<file path="config.mk">
export PLATFORM = sky130hd
export DESIGN_NAME = slow_clk_div
export DESIGN_NICKNAME = d
export VERILOG_FILES = /design/src/rtl/slow_div_pkg.sv /design/src/rtl/slow_ctrl_reg.sv /design/src/rtl/slow_ratio_sel.sv /design/src/rtl/slow_div_cnt.sv /design/src/rtl/slow_clk_div.sv
export SDC_FILE = /design/constraint.sdc
export NUM_CORES = 1
export LEC_CHECK = 0
export BUFFER_PORTS_ARGS = -buffer_cell sky130_fd_sc_hd__clkbuf_2
export CORE_MARGIN = 1
export CORE_UTILIZATION = 49
export DETAILED_ROUTE_END_ITERATION = 12
export GPL_TIMING_DRIVEN = 0
export PLACE_DENSITY = 0.79
export SLEW_MARGIN = 10
export SYNTH_ARGS = -nofsm -noshare
export SYNTH_HDL_FRONTEND = slang
export SYNTH_SLANG_ARGS = --single-unit
</file>
<file path="constraint.sdc">
create_clock -name clk_i -period 1.8 [get_ports clk_i]
set_input_delay 0.09 -clock clk_i [delete_from_list [all_inputs] [get_ports clk_i]]
set_output_delay 0.09 -clock clk_i [all_outputs]
set_load 0.01 [all_outputs]
</file>
<file path="src/rtl/slow_div_pkg.sv">
package slow_div_pkg;
  localparam int CTRL_W = 3;
  localparam int MAX_SHIFT = (1 << CTRL_W) - 1;
  localparam int CNT_W = MAX_SHIFT;

  typedef logic [CTRL_W-1:0] ratio_t;
endpackage

</file>
<file path="src/rtl/slow_ctrl_reg.sv">
module slow_ctrl_reg #(
  parameter int CTRL_W = slow_div_pkg::CTRL_W
) (
  input  logic              clk_i,
  input  logic              rst_ni,
  input  logic              we_i,
  input  logic [CTRL_W-1:0] wdata_i,
  output logic [CTRL_W-1:0] ctrl_o
);
  logic [CTRL_W-1:0] ctrl_q;

  always_ff @(posedge clk_i or negedge rst_ni) begin
    if (!rst_ni)   ctrl_q <= '0;
    else if (we_i) ctrl_q <= wdata_i;
  end

  assign ctrl_o = ctrl_q;

  a_r2_write_lands: assert property (@(posedge clk_i) disable iff (!rst_ni)
    we_i |=> ctrl_o == $past(wdata_i));
  a_r2_hold: assert property (@(posedge clk_i) disable iff (!rst_ni)
    !we_i |=> $stable(ctrl_o));
endmodule

</file>
<file path="src/rtl/slow_ratio_sel.sv">
module slow_ratio_sel #(
  parameter int CTRL_W = slow_div_pkg::CTRL_W
) (
  input  logic              clk_i,
  input  logic              rst_ni,
  input  logic              wait_i,
  input  logic [CTRL_W-1:0] ctrl_i,
  input  logic              boundary_i,
  output logic [CTRL_W-1:0] act_o
);
  logic [CTRL_W-1:0] req;
  logic [CTRL_W-1:0] act_q;

  // divider bypassed outside wait mode
  always_comb req = wait_i ? ctrl_i : '0;

  always_ff @(posedge clk_i or negedge rst_ni) begin
    if (!rst_ni)         act_q <= '0;
    else if (boundary_i) act_q <= req;
  end

  assign act_o = act_q;

  a_r7_hold_mid_period: assert property (@(posedge clk_i) disable iff (!rst_ni)
    !boundary_i |=> $stable(act_o));
  a_r4_bypass_off_wait: assert property (@(posedge clk_i) disable iff (!rst_ni)
    (boundary_i && !wait_i) |=> act_o == '0);
  a_r8_take_ctrl_in_wait: assert property (@(posedge clk_i) disable iff (!rst_ni)
    (boundary_i && wait_i) |=> act_o == $past(ctrl_i));
endmodule

</file>
<file path="src/rtl/slow_div_cnt.sv">
module slow_div_cnt #(
  parameter int CTRL_W = slow_div_pkg::CTRL_W,
  localparam int CNT_W = (1 << CTRL_W) - 1
) (
  input  logic              clk_i,
  input  logic              rst_ni,
  input  logic [CTRL_W-1:0] act_i,
  output logic              boundary_o,
  output logic              p_stb_o,
  output logic              e_stb_o
);
  logic [CNT_W-1:0] cnt_q;
  logic [CNT_W-1:0] last_val;
  logic [CNT_W-1:0] half_val;

  always_comb begin
    last_val = {CNT_W{1'b1}} >> (CTRL_W'(CNT_W) - act_i);
    half_val = (act_i == '0) ? '0 : (CNT_W'(1) << (act_i - CTRL_W'(1)));
  end

  assign boundary_o = (cnt_q == last_val);

  always_ff @(posedge clk_i or negedge rst_ni) begin
    if (!rst_ni)         cnt_q <= '0;
    else if (boundary_o) cnt_q <= '0;
    else                 cnt_q <= cnt_q + CNT_W'(1);
  end

  assign p_stb_o = (cnt_q == '0);
  assign e_stb_o = (cnt_q == half_val);

  a_r8_restart: assert property (@(posedge clk_i) disable iff (!rst_ni)
    boundary_o |=> p_stb_o);
  a_r9_single_pulse: assert property (@(posedge clk_i) disable iff (!rst_ni)
    (p_stb_o && act_i != '0) |=> !p_stb_o);
  a_r9_no_overlap: assert property (@(posedge clk_i) disable iff (!rst_ni)
    (e_stb_o && act_i != '0) |-> !p_stb_o);
  a_r3_off_every_cycle: assert property (@(posedge clk_i) disable iff (!rst_ni)
    (act_i == '0) |-> (p_stb_o && e_stb_o && boundary_o));
endmodule

</file>
<file path="src/rtl/slow_clk_div.sv">
module slow_clk_div #(
  parameter int CTRL_W = slow_div_pkg::CTRL_W
) (
  input  logic              clk_i,
  input  logic              rst_ni,
  input  logic              wait_i,
  input  logic              reg_we_i,
  input  logic [CTRL_W-1:0] reg_wdata_i,
  output logic [CTRL_W-1:0] reg_rdata_o,
  output logic              p_stb_o,
  output logic              e_stb_o
);
  logic [CTRL_W-1:0] ctrl;
  logic [CTRL_W-1:0] act;
  logic              boundary;

  slow_ctrl_reg #(.CTRL_W(CTRL_W)) u_ctrl (
    .clk_i   (clk_i),
    .rst_ni  (rst_ni),
    .we_i    (reg_we_i),
    .wdata_i (reg_wdata_i),
    .ctrl_o  (ctrl)
  );

  slow_ratio_sel #(.CTRL_W(CTRL_W)) u_sel (
    .clk_i      (clk_i),
    .rst_ni     (rst_ni),
    .wait_i     (wait_i),
    .ctrl_i     (ctrl),
    .boundary_i (boundary),
    .act_o      (act)
  );

  slow_div_cnt #(.CTRL_W(CTRL_W)) u_cnt (
    .clk_i      (clk_i),
    .rst_ni     (rst_ni),
    .act_i      (act),
    .boundary_o (boundary),
    .p_stb_o    (p_stb_o),
    .e_stb_o    (e_stb_o)
  );

  assign reg_rdata_o = ctrl;

  a_r1_reset_idle: assert property (@(posedge clk_i) disable iff (!rst_ni)
    $rose(rst_ni) |-> (reg_rdata_o == '0 && p_stb_o && e_stb_o));
endmodule

</file>
# [After elaboration in Yosys (flattened, before gate mapping)]
# Cells that the tools add are included.
[totals] regBits=13 latchBits=0 ram_bits=0 romBits=0 in_bits=7 output_inout_bits=5 elab_cells=15 mem_count=0
[op_classes] add_sub_neg=3 n_mul=0 div=0 n_lt_le_gt_ge=0 eq_ne=2 n_shift=2 n_mux=3 bitwise=0 n_reduce_logical=2
[ops] cell="$eq A7 B7 Y1" count=2
[ops] cell="$mux W7" count=2
[ops] cell="$add A7 B1 Y7 const B" count=1
[ops] cell="$logic_not A7 Y1" count=1
[ops] cell="$shl A1 B3 Y7 const A" count=1
[ops] cell="$shr A7 B3 Y7 const A" count=1
[ops] cell="$logic_not A3 Y1" count=1
[ops] cell="$mux W3" count=1
[ops] cell="$sub A3 B1 Y3 const B" count=1
[ops] cell="$sub A3 B3 Y3 const A" count=1

# [Longest topological paths before layout]
[logic_depth] ltp_word=4 depth_mapped=9 mapped_depth_nobuf=8

# [Hierarchy]
# A second synthesis with hierarchy kept.
[unflattened] hier_cells=100 area_unflattened_um2=972.2
[modules_own_cells] mod="slow_div_cnt" instances=1 cells_per_inst=82 area_per_inst_um2=747.0 seq_area_each_um2=175.2
[modules_own_cells] mod="slow_ratio_sel" instances=1 cells_per_inst=12 area_per_inst_um2=116.4 seq_area_each_um2=75.1
[modules_own_cells] mod="slow_ctrl_reg" instances=1 cells_per_inst=6 area_per_inst_um2=108.9 seq_area_each_um2=75.1

# [Least setup slack after synthesis]
# OpenSTA, ideal clock, no wires.
[synth_path] path_kind="reg-to-output" from="register u_sel.act_q[2], in the netlist u_sel.act_o[2]" to="output e_stb_o" arrival_time_ns=1.922 required_time_ns=1.710 setup_slack_ns=-0.212 path_stages_with_launch=9 path_buffers=1 cell_sequence="dfrtp_1 > buf_2 > inv_1 > ha_1 > or3b_2 > a21oi_1 > a21oi_1 > o21ai_0 > o2111a_1"
[synth_via] elab_chain_cells=4 elab_cells_between_ends=5 cone_classes="add/sub: 1; eq/ne: 1; shift: 1; mux: 1; reduce/logical: 1"
[synth_rtl] element="from (decl)" line="slow_ratio_sel.sv:12" text="logic [CTRL_W-1:0] act_q;"
[synth_rtl] element="from (signal assigned)" line="slow_ratio_sel.sv:19" text="else if (boundary_i) act_q <= req;"
[synth_rtl] element="$sub A3 B1 Y3" line="slow_div_cnt.sv:18" text="half_val = (act_i == '0) ? '0 : (CNT_W'(1) << (act_i - CTRL_W'(1)));"
[synth_rtl] element="$shl A1 B3 Y7" line="slow_div_cnt.sv:18"
[synth_rtl] element="$mux W7 *" line="slow_div_cnt.sv:18"
[synth_rtl] element="$eq A7 B7 Y1 *" line="slow_div_cnt.sv:30" text="assign e_stb_o = (cnt_q == half_val);"
[synth_rtl] element="to (decl)" line="slow_clk_div.sv:11" text="output logic e_stb_o"
# Mark *: on every way between the ends. The rest lies on a longest branch, timed or not.

# [Worst setup path after layout]
# Ends and elaborated chain as after synthesis.

==> results.md <==
- Worst Path Required: 1.71 ns
- Critical path peak fanout: 7
- Die Span Y: 44.0 um
- Arr. time, crit path: roughly 2.0 ns
- # diodes: 0
- Worst-skew pair later-pin latency: approximately 0.27 ns
- Core area: about 1600 um2
- Worst Tran Pin Value: around 0.40 ns
- Power per Cell Area: approximately 460 nW/um2
- Mean post-synth cell area: 9.01 um2
- H-tree depth: 1
- GRT overflow: 0
- Port buffer count: 11
- GR Util met2: 35.9%
- Final setup fails: 11
- Initial drt markers: 20
- Maximum clock path buffer count: 2
- # DRC: 0
- Minimum clock period: ~2.1 ns
- HP Class: in2reg
- Startpoint types: flip-flop
- Starting Density: 54.8%
- Met3 Resource Use GR: 3.75%
- First-pass GRT wire length: 3350 um
- Synth Cell Area: 865 um2
- Reg clk slew, reported paths: 0.08 ns
- Vias: 763
- Sequential share of the synthesized area: 37.6%
- Via density: 5.53
- Fill cells: 120
- Leak: between 0.0005 and 0.0006 uW
- Routed WL per cell: ~14 um
- Max-Cap Viols: 0
- Outcome: finished, violations left
- TritonRoute pass-1 iters: 4
- Synth Register Bits: 13
- Share of cells above drive strength 1: 40.2%
- Gr usage total: 23.6%
- Setup repair after global routing missed its margin: true
- Crit end category: output port
- Critical path class: reg2out
- CTS tree: done
- Post-route clock period utilization: 116%
- Die X: roughly 44 um
- CTS buffer count: 3
- Fmax: slightly below 500 MHz
- Synthesis Warnings: 0
- Relative slew slack: 73.2%
- Busiest grt layer: met2
- Largest net degree at the start of global routing: 14
- Gate Count Post-Synth: 96
- Synthesis-to-finish area growth: 29.2%
- Final Wtd Congestion: 0.763
- Fin Hold WS: 0.0470 ns
- Final nets: 134
- Post-route ant nets: 0
- Boundary pin count: 12
- Initial antenna violation count: 0
- GR Util met1: 34.6%
- Post-DP HPWL: 1240 um
- Place WS: -0.127 ns
- Final WS setup: -0.283 ns
- Slew Viols, Final: 0
- Syn nets: 107
- Site row count: 14
- Clk sinks: 13
- Setup Skew: between 0.0015 and 0.002 ns
- Die Footprint: 1940 um2
- Count of cell types in the netlist: 31
- Hold Violations, Final: 0
- Failing checks: setup timing
- Root Driver: clkbuf_4
- Routed WL: 1940 um
- Peak VDD IR: approximately 0.42 mV
- Vias in the first global route: 726
-- flip-flops by register name, summed over array words and instances, names as in the netlist --
| register | cells |
|---|---|
| u_cnt.cnt_q | 7 |
| u_ctrl.ctrl_o | 3 |
| u_sel.act_o | 3 |
-- stage by stage --
| stage | cell area, um2 | utilization [%] | instances | TNS [ns] | power, uW |
|---|---|---|---|---|---|
| after global placement | 965 | 61.2 | 123 | -0.301 | 342 |
| after floorplan | 890 | - | 96 | 0 | 321 |
| final | 1120 | 70.9 | 138 | -1.32 | 519 |
| after detailed placement | 965 | 61.2 | 123 | -0.519 | 344 |
| after global routing | 1120 | 70.9 | 138 | -2.65 | 540 |
| after CTS | 1080 | 68.7 | 135 | -0.706 | 523 |
-- cell usage in the layout (no fill, tap or decap), types with 4 or more instances in the layout --
cell and count:
inv_1 4, clkbuf_2 9, buf_4 12, dfrtp_2 4, xor2_1 4, nand3_1 5
nand2_1 7, nor2_1 11, xnor2_1 5, dfrtp_1 9
-- worst paths after layout --
check | slack [ns] | startpoint | end | cells after the start
worst max-delay path | -0.28 | u_sel.act_o[2]$_DFFE_PN0N_ | e_stb_o | 9
worst min-delay path | 0.05 | reg_wdata_i[1] | u_ctrl.ctrl_o[1]$_DFFE_PN0P_ | 2
worst max register to register | -0.11 | u_sel.act_o[1]$_DFFE_PN0N_ | u_cnt.cnt_q[5]$_DFF_PN0_ | 9
worst min register to register | 0.55 | u_ctrl.ctrl_o[1]$_DFFE_PN0P_ | u_ctrl.ctrl_o[1]$_DFFE_PN0P_ | 1
max in group asynchronous | 1.26 | rst_ni | u_sel.act_o[1]$_DFFE_PN0N_ | 2
min in group asynchronous | 0.27 | rst_ni | u_ctrl.ctrl_o[2]$_DFFE_PN0P_ | 2
-- synth_stat cells (all sizes together) --
library cell  instances  area [um2]
dfrtp                13         325
nor2                 12        45.0
nand2                 7        26.3
inv                   6        22.5
buf                   5        33.8
nand3                 5        25.0
xnor2                 5        43.8
a21oi                 4        20.0
ha                    4        50.1
o21ai                 4        20.0
xor2                  4        35.0
and3                  3        18.8
mux2                  3        33.8
mux2i                 3        30.0
nor2b                 3        18.8
clkbuf                2        7.51
nor3                  2        15.0
a221oi                1        8.76
a311o                 1        10.0
and2                  1        6.26
maj3                  1        10.0
nand2b                1        6.26
nand3b                1        7.51
nand4                 1        6.26
nor4b                 1        8.76
o2111a                1        11.3
or3b                  1        8.76
or4b                  1        10.0
-- cell families (layout without fill, tap and decap cells) --
kind of cell | count (synthesis) | count (layout) | share of synthesized area (%)
AND/OR/NAND/NOR | 39 | 39 | 23.4
flip-flops | 13 | 13 | 37.6
buffers and inverters | 13 | 39 | 7.38
AO/OA/AOI/OAI | 11 | 11 | 8.10
XOR/XNOR | 9 | 9 | 9.12
multiplexers | 6 | 6 | 7.38
adder cells (fa/ha/maj) | 5 | 5 | 6.95
-- layout make-up --
type,instances,area (um2),share of cell area (%)
buffer,6,42.5,3.81
clock buffer,3,22.5,2.02
clock inverter,1,5.00,0.448
inverter,6,25.0,2.24
multi-input combinational,70,524,46.9
sequential,13,330,29.6
tap,16,20.0,1.79
timing repair buffer,23,148,13.2
-- worst max-delay path, cell delays in order (launching register included) --
cell	delay, ns
dfrtp_1	0.40
buf_6	0.13
inv_4	0.05
ha_4	0.20
buf_4	0.16
nor2b_1	0.10
a21oi_1	0.07
o21ai_0	0.26
o2111a_1	0.24
buf_2	0.12
-- routing by layer --
| layer | routed length (um) | vias to the layer above |
|---|---|---|
| met5 | 0 | - |
| met2 | 954 | 23 |
| met4 | 14 | 0 |
| met1 | 892 | 359 |
| met3 | 76 | 2 |
| li1 | - | 379 |
-- timing repair --
item	4_1_cts	5_1_grt
pin swaps	6	4
endpoints found under the setup margin	12	12
hold buffers	1	0
setup buffers	7	3
endpoints found under the hold margin	13	0
gates cloned	1	0
resized for setup	10	6
-- where the power goes --
part | internal, uW | switching [uW]
Clock | 82.3 | 97.3
Sequential | 298 | 5.49
Combinational | 17.5 | 17.8
Power figures use the tool's default switching activity.
